File: src/rtl/dma_arb_pkg.sv
package dma_arb_pkg;

    localparam int LVL_W   = 2;
    localparam int NUM_LVL = 1 << LVL_W;

    typedef enum logic [LVL_W-1:0] {
        LVL_LOW   = 2'b00,
        LVL_MED   = 2'b01,
        LVL_HIGH  = 2'b10,
        LVL_VHIGH = 2'b11
    } lvl_e;

    typedef enum logic [1:0] {
        ST_IDLE  = 2'd0,
        ST_LOCAL = 2'd1,
        ST_EXT   = 2'd2
    } arb_st_e;

endpackage

File: src/rtl/dma_arb_level_scan.sv
module dma_arb_level_scan
    import dma_arb_pkg::*;
#(
    parameter int NUM_CH = 7
) (
    input  logic [NUM_CH-1:0]       req,
    input  logic [LVL_W*NUM_CH-1:0] lvl,
    output logic [NUM_CH-1:0]       cand,
    output logic                    any
);

    logic [NUM_LVL*NUM_CH-1:0] at_flat;

    // stage one: group the pending channels by software level
    for (genvar l = 0; l < NUM_LVL; l++) begin : g_lvl
        for (genvar c = 0; c < NUM_CH; c++) begin : g_ch
            assign at_flat[l*NUM_CH + c] =
                req[c] && (lvl[c*LVL_W +: LVL_W] == LVL_W'(l));
        end
    end

    assign any = |req;

    always_comb begin
        logic found;
        found = 1'b0;
        cand  = '0;
        for (int l = NUM_LVL-1; l >= 0; l--) begin
            if (!found && (|at_flat[l*NUM_CH +: NUM_CH])) begin
                cand  = at_flat[l*NUM_CH +: NUM_CH];
                found = 1'b1;
            end
        end
    end

endmodule

File: src/rtl/dma_arb_pick_first.sv
module dma_arb_pick_first #(
    parameter int NUM_CH = 7
) (
    input  logic [NUM_CH-1:0] cand,
    output logic [NUM_CH-1:0] onehot
);

    // stage two: lowest index among equal-level candidates
    always_comb begin
        logic taken;
        taken  = 1'b0;
        onehot = '0;
        for (int i = 0; i < NUM_CH; i++) begin
            if (cand[i] && !taken) begin
                onehot[i] = 1'b1;
                taken     = 1'b1;
            end
        end
    end

endmodule

File: src/rtl/dma_prio_arbiter.sv
module dma_prio_arbiter
    import dma_arb_pkg::*;
#(
    parameter int NUM_CH = 7
) (
    input  logic                    clk,
    input  logic                    rst_n,
    input  logic [NUM_CH-1:0]       ch_req,
    input  logic [LVL_W*NUM_CH-1:0] ch_level,
    input  logic                    ext_req,
    input  logic                    xfer_done,
    output logic [NUM_CH-1:0]       ch_grant,
    output logic                    ext_grant
);

    arb_st_e           st_q, st_d;
    logic [NUM_CH-1:0] grant_q, grant_d;
    logic [NUM_CH-1:0] cand, winner;
    logic              any_local;
    logic              decide;
    arb_st_e           pick_st;

    dma_arb_level_scan #(.NUM_CH(NUM_CH)) u_scan (
        .req  (ch_req),
        .lvl  (ch_level),
        .cand (cand),
        .any  (any_local)
    );

    dma_arb_pick_first #(.NUM_CH(NUM_CH)) u_pick (
        .cand   (cand),
        .onehot (winner)
    );

    assign pick_st = any_local ? ST_LOCAL : (ext_req ? ST_EXT : ST_IDLE);

    // next state
    always_comb begin
        st_d   = st_q;
        decide = 1'b0;
        unique case (st_q)
            ST_IDLE: begin
                decide = 1'b1;
                st_d   = pick_st;
            end
            ST_LOCAL, ST_EXT: begin
                if (xfer_done) begin
                    decide = 1'b1;
                    st_d   = pick_st;
                end
            end
            default: st_d = ST_IDLE;
        endcase
    end

    always_comb begin
        grant_d = grant_q;
        if (decide) begin
            grant_d = any_local ? winner : '0;
        end
    end

    // state register
    always_ff @(posedge clk) begin
        if (!rst_n) begin
            st_q <= ST_IDLE;
        end else begin
            st_q <= st_d;
        end
    end

    // output register
    always_ff @(posedge clk) begin
        if (!rst_n) begin
            grant_q <= '0;
        end else begin
            grant_q <= grant_d;
        end
    end

    assign ch_grant  = grant_q;
    assign ext_grant = (st_q == ST_EXT);

endmodule

File: config.mk
export PLATFORM = sky130hd
export DESIGN_NAME = dma_prio_arbiter
export DESIGN_NICKNAME = d
export VERILOG_FILES = /design/src/rtl/dma_arb_pkg.sv /design/src/rtl/dma_arb_level_scan.sv /design/src/rtl/dma_arb_pick_first.sv /design/src/rtl/dma_prio_arbiter.sv
export SDC_FILE = /design/constraint.sdc
export NUM_CORES = 1
export LEC_CHECK = 0
export BUFFER_PORTS_ARGS = -buffer_cell sky130_fd_sc_hd__buf_2
export CAP_MARGIN = 20
export CORE_MARGIN = 1.5
export CORE_UTILIZATION = 50
export DETAILED_ROUTE_END_ITERATION = 7
export GPL_TIMING_DRIVEN = 1
export PLACE_DENSITY = 0.81
export SLEW_MARGIN = 10
export SYNTH_ARGS = -nofsm -noshare
export SYNTH_HDL_FRONTEND = slang
export SYNTH_SLANG_ARGS = --single-unit
File: constraint.sdc
create_clock -name clk -period 3.6 [get_ports clk]
set_clock_uncertainty 0.05 [all_clocks]
set_input_delay 0.72 -clock clk [delete_from_list [all_inputs] [get_ports clk]]
set_output_delay 0.72 -clock clk [all_outputs]
set_load 0.01 [all_outputs]
Yosys cells after proc, flatten, opt, wreduce, memory -nomap -nowiden

Index checks and enable logic that the tools add are counted.

Register bits after elaboration: 9
Input bits: 25
Output and inout bits: 8
Logic and storage cells: 112

Eq/ne operators: 24
Multiplexer cells: 26
Reductions and logical operators: 60

Operators with widths:

| cell                                                                  | count |
|---|---|
| 1-bit logical AND                                                     | 37 |
| 7-bit two-way mux                                                     | 5 |
| 7-bit OR reduction                                                    | 5 |
| 2-bit equality test, second input constant                            | 15 |
| 2-bit by 1-bit equality test with 1-bit output, second input constant | 8 |
| 2-bit zero test                                                       | 8 |
| 1-bit two-way mux                                                     | 16 |
| 1-bit zero test                                                       | 9 |
| 2-bit two-way mux                                                     | 3 |
| 2-bit case mux with 2 select lines                                    | 1 |
| 2-bit != test, second input constant                                  | 1 |
| 1-bit case mux with 2 select lines                                    | 1 |
| 2-bit OR reduction                                                    | 1 |

Logic depth before layout (Yosys ltp)

Depth in word-level cells: 33
Gate-level depth with buffers: 9
Mapped depth without buffers: 8

By module

A second synthesis with hierarchy kept.

Cells, all modules: 139
Area total of the unflattened synthesis: 1042.2 µm²

By module, submodules not included:

| module             | instances | cells an instance | area each (µm²) | sequential area each (µm²) |
|---|---|---|---|---|
| dma_arb_level_scan | 1         | 80                | 498.0           | 0.0 |
| dma_prio_arbiter   | 1         | 50                | 473.0           | 180.2 |
| dma_arb_pick_first | 1         | 9                 | 71.3            | 0.0 |

Worst setup path before layout

Ideal clock, no wire load.

Path kind: input to register
Start point: input port ch_level[0]
End point: register grant_q[4], in the netlist ch_grant[4]
Setup time: 0.117 ns
Arrival: 2.585 ns
Required time: 3.433 ns
Path slack: 0.848 ns
Stages on the path: 9
Path buffers: 1
Cell sequence: inv_1 -> and3_1 -> or4_1 -> buf_2 -> or2_1 -> a2bb2oi_1 -> o211ai_2 -> and4bb_1 -> a32o_1

Word-level cells in the longest chain between the ends: 27
Elaborated cells between the ends (all ways): 39
Those cells by class: eq/ne: 3; mux: 13; reduce/logical: 23

Ends and longest elaborated chain:

| what                   | RTL line                 | source |
|---|---|---|
| start: declaration     | dma_prio_arbiter.sv:9    | `input logic [LVL_W*NUM_CH-1:0] ch_level,` |
| 2-bit equality test    | dma_arb_level_scan.sv:18 | `req[c] && (lvl[c*LVL_W +: LVL_W] == LVL_W'(l));` |
| 1-bit logical AND      | dma_arb_level_scan.sv:18 |  |
| 7-bit OR reduction     | dma_arb_level_scan.sv:29 | `if (!found && (\|at_flat[l*NUM_CH +: NUM_CH])) begin` |
| 1-bit two-way mux      | dma_arb_level_scan.sv:29 |  |
| 1-bit zero test        | dma_arb_level_scan.sv:29 |  |
| 1-bit logical AND      | dma_arb_level_scan.sv:29 |  |
| 1-bit two-way mux      | dma_arb_level_scan.sv:29 |  |
| 1-bit zero test        | dma_arb_level_scan.sv:29 |  |
| [11 not listed]        | n/a                      |  |
| 1-bit two-way mux      | dma_arb_pick_first.sv:14 | `if (cand[i] && !taken) begin` |
| 1-bit zero test        | dma_arb_pick_first.sv:14 |  |
| 1-bit logical AND      | dma_arb_pick_first.sv:14 |  |
| 1-bit two-way mux      | dma_arb_pick_first.sv:14 |  |
| 1-bit zero test        | dma_arb_pick_first.sv:14 |  |
| 1-bit logical AND *    | dma_arb_pick_first.sv:14 |  |
| 1-bit two-way mux *    | dma_arb_pick_first.sv:14 |  |
| 7-bit two-way mux *    | dma_prio_arbiter.sv:59   | `grant_d = any_local ? winner : '0;` |
| end signal: assignment | dma_prio_arbiter.sv:77   | `grant_q <= grant_d;` |
| end: declaration       | dma_prio_arbiter.sv:17   | `logic [NUM_CH-1:0] grant_q, grant_d;` |

Mark *: on every way between the ends. The rest lies on a longest branch, timed or not.
A chain may end at the register's enable or synchronous reset.

Worst setup path after layout

Start point: input port ch_level[12]
End point: register grant_q[4], in the netlist ch_grant[4]

Same word-level chain as after synthesis.

==> reports/summary.md <==
The run finished with clean final reports. Summed over all instances, the cell type with the most area after synthesis is sky130_fd_sc_hd__dfxtp_1. The signed area change from the synthesized netlist to the final layout was 20.2%. The number of hold buffers added after CTS was 0. After the flow finishes, the layout carries non-filler instances totaling 196. For the worst flop-to-flop path, the logic depth is 8. The die covers 0.00230 mm2. Setup slack on the worst reg-to-reg path comes out at 1340 ps. The cell sitting at the root of the clock tree is a sky130_fd_sc_hd__clkbuf_4. The core region is 0.00194 mm2. The tools report the number of fill cells in the layout as 189. The largest single stage delay on the critical path is 600 ps. The smallest clock period supported by the final layout is computed as 2750 ps. At the pin with the least slew margin, the transition time is 655 ps. The run gives 198 as the net total in the final layout. The maximum clock frequency is 363 MHz.

The number of buffers and inverters on the critical path was 2; the area fraction in compound gates after synthesis was 31.1%. TritonCTS built the clock tree. In the routed layout, each cell is associated on average with a via count of 6.23. The first detailed-routing pass took 4 iterations.

Synthesis inferred 9 register bits. The wire-length estimate of the detail-placed layout is 2200 um. The H-tree depth was 1. Yosys instantiated no cell more often than sky130_fd_sc_hd__nand2_1. Measured against the total synthesized area, the mux share comes to 1.11%. The first global-routing pass estimated 4220 um of wire. The worst register-to-register path ends at ch_grant[4]. Once layout is complete, the utilization of the core stands at 62.6%.

Unique cell type count in the Yosys netlist: 49. Once the floorplan was initialized, standard cells occupied 52.1% of the core. After synthesis, the cell types taking the most area are sky130_fd_sc_hd__dfxtp_1, sky130_fd_sc_hd__a32o_1, sky130_fd_sc_hd__nor2b_1. CTS saw 9 sinks. After clock tree synthesis, the clock-pin slew on the worst setup and hold paths is 60 ps.

The repair_antennas step left the layout with diodes totalling 0. The run gives 55.9% as the headroom to the max-slew limit. The dominant synthesized flop cell is sky130_fd_sc_hd__dfxtp_1. During synthesis, Yosys emitted a total of 0 warnings. The worst hold path begins at ch_grant[3]. For the worst setup path, the data required time is 3710 ps. For this run, the register share of the synthesized area comes to 17.8%.

Total power for the finished layout comes to 0.000323 W. Setup violations remaining at the end of the flow were counted as 0. The number of slew-limit violations in the final report came out at 0. Gates resized during post-CTS repair numbered 0.

Setup repair after global routing left no endpoint under its margin. For the number of vias in the routed layout, the log shows 1222. The final critical-path share of the clock period is 76.5%.

In the final timing run, aggregate negative setup slack is 0 ps. The arithmetic-cell share of the synthesized area counting full adders, half adders and majority gates was 3.71%; the number of buffers on the longest clock path was 2. The detail route stage leaves a number of antenna-violating nets equal to 0. The average routed wire per standard cell was 13.9 um. The run gives 0 as the final hold violation count. Y dimension of the die: 48.0 um.

For the routability congestion estimate from global placement, the log shows 1.01. By count the netlist is led by sky130_fd_sc_hd__nand2_1, sky130_fd_sc_hd__dfxtp_1, sky130_fd_sc_hd__inv_1, sky130_fd_sc_hd__nor2_1, sky130_fd_sc_hd__nor2b_1. For the worst-skew pair, the clock arrives at the later sink with an insertion delay of 260 ps.

The worst setup path is launched from an input pin. The number of instances in the synthesized netlist was 137; the number of enable flip-flop cells after synthesis was 0. Counting instances, the worst hold path has a depth of 2. Summing the areas of all xor and xnor instances in the mapped netlist gives 0.866% of the synthesized area. Entering global routing, the biggest net connects 12 pins. The first routing iteration left 59 violations. Of the post-synthesis cell area, the dominant cell type holds 17.8%. The worst register-to-register path begins at st_q[0]. Summing every instance area after synthesis gives 0.00101 mm2. After Yosys synthesis, and, or, nand and nor cells account for 39.7% of the synthesized area. The initialized floorplan defines 16 standard-cell rows. Global-route congestion overflow total: 0.

The share of async-settable or async-resettable flops after synthesis is 0%. The post-synth net total came out at 165. Worst min-delay path class: reg2reg.

Type of destination of the critical path: a flip-flop. The count of max-cap constraint violations is 0. The final layout contains routed wiring with a total length of 2730 um.

In this run the worst path has a maximum fanout of 6. The combinational family with the most area after synthesis was simple AND/OR/NAND/NOR gates. The proportion of layout cells with a drive suffix above 1 is 25.4%. For this design, the slowest cell found on the critical path is sky130_fd_sc_hd__or4_1.

TritonCTS created 3 clock buffers. The setup path with the least slack is of type in2reg. For hold timing, the worst endpoint is ch_grant[3]. In this run the power density over the cells is 266 mW/mm2. The via count of the first global-routing pass was 1043; the average cell area after synthesis was 7.38 um2. In the routed design, unresolved DRC markers number 0. The kind of cell with the highest combined delay along the critical path is simple AND/OR/NAND/NOR gates.

The initial antenna violation count was 0. IR analysis of the VDD net gives a maximum drop of 0.244 mV. All-layer global routing usage: 26.0%. In this run the horizontal extent of the chip is 48.0 um. After detailed placement, the design holds a cell count of 192. Input and output buffers added on the ports amount to 32. The analysis attributes to cell leakage a power of 0.541 nW. 33 I/O pins were placed. The critical path goes through buf_2, inv_1, and3_1, or4_1, nor2_1, o21ai_0, a31o_2, and4bb_1, a32o_1. The number of setup buffers added after CTS is 0. Data arrives at the worst endpoint at 2870 ps.
stage by stage:
stage / setup WS, ps / cell area (um2) / hold WS (ps)
2_1_floorplan: 848 / 1010 / 435
3_3_place_gp: 619 / 1190 / 396
3_5_place_dp: 597 / 1190 / 411
4_1_cts: 874 / 1210 / 417
5_1_grt: 655 / 1210 / 452
6_report: 846 / 1210 / 413
flip-flops by register name, summed over array words and instances, names as in the netlist:
name,cells
ch_grant,7
st_q,2
where the power goes:
part,total [W],internal (W),switching (W),leakage (nW)
clock network,0.0000790,0.0000428,0.0000362,0.0150
registers,0.000107,0.000104,0.00000243,0.0732
logic,0.000137,0.0000569,0.0000801,0.452
cells by family after synthesis:
kind of cell,count (synthesis)
compound gates,39
xor+xnor,1
fa+ha+maj,3
buf+inv,14
flops,9
mux,1
simple gates,70
worst max path at each step:
stage	startpoint	slack (ps)	cells past startpoint	endpoint
after floorplan	ch_level[0]	850	9	ch_grant[4]
after global placement	ch_level[9]	620	9	ch_grant[6]
after detailed placement	ch_level[0]	600	9	ch_grant[4]
after CTS	ch_level[0]	870	9	ch_grant[4]
after global routing	ch_level[9]	660	9	ch_grant[6]
final	ch_level[12]	850	9	ch_grant[4]
placed cells by master (no fill, tap or decap), types with 4 or more instances in the layout:
cell                        n
sky130_fd_sc_hd__buf_2     32
sky130_fd_sc_hd__nand2_1   13
sky130_fd_sc_hd__inv_1      9
sky130_fd_sc_hd__dfxtp_1    9
sky130_fd_sc_hd__nor2b_1    8
sky130_fd_sc_hd__nor2_1     8
sky130_fd_sc_hd__and3_1     7
sky130_fd_sc_hd__nand3_1    7
sky130_fd_sc_hd__a21oi_1    6
sky130_fd_sc_hd__a32o_1     5
sky130_fd_sc_hd__nor3_1     4
sky130_fd_sc_hd__nand3b_1   4
sky130_fd_sc_hd__o21ai_0    4
per-layer routing:
| metal | global-route usage, % | vias to the layer above | share of wire, % |
|---|---|---|---|
| met5 | 0 | - | 0 |
| met4 | 5.95 | 0 | 1.5 |
| met3 | 7.55 | 8 | 9.3 |
| met2 | 42.4 | 70 | 47 |
| met1 | 33.9 | 549 | 43 |
| li1 | - | 595 | - |
tightest hold or removal path, stage by stage, from the launching register on:
cell                       delay (ps)
sky130_fd_sc_hd__dfxtp_1          310
sky130_fd_sc_hd__nand2_1           50
sky130_fd_sc_hd__a21boi_0          60
cell type report:
cell class	instances	area, um2	area share (%)
inverter	9	33.8	2.78
tap	27	33.8	2.78
sequential	9	180	14.8
clock buffer	4	26.3	2.16
multi-input combinational	114	773	63.6
timing repair buffer	33	168	13.8
Note: power is estimated with default switching activity, not from simulation.
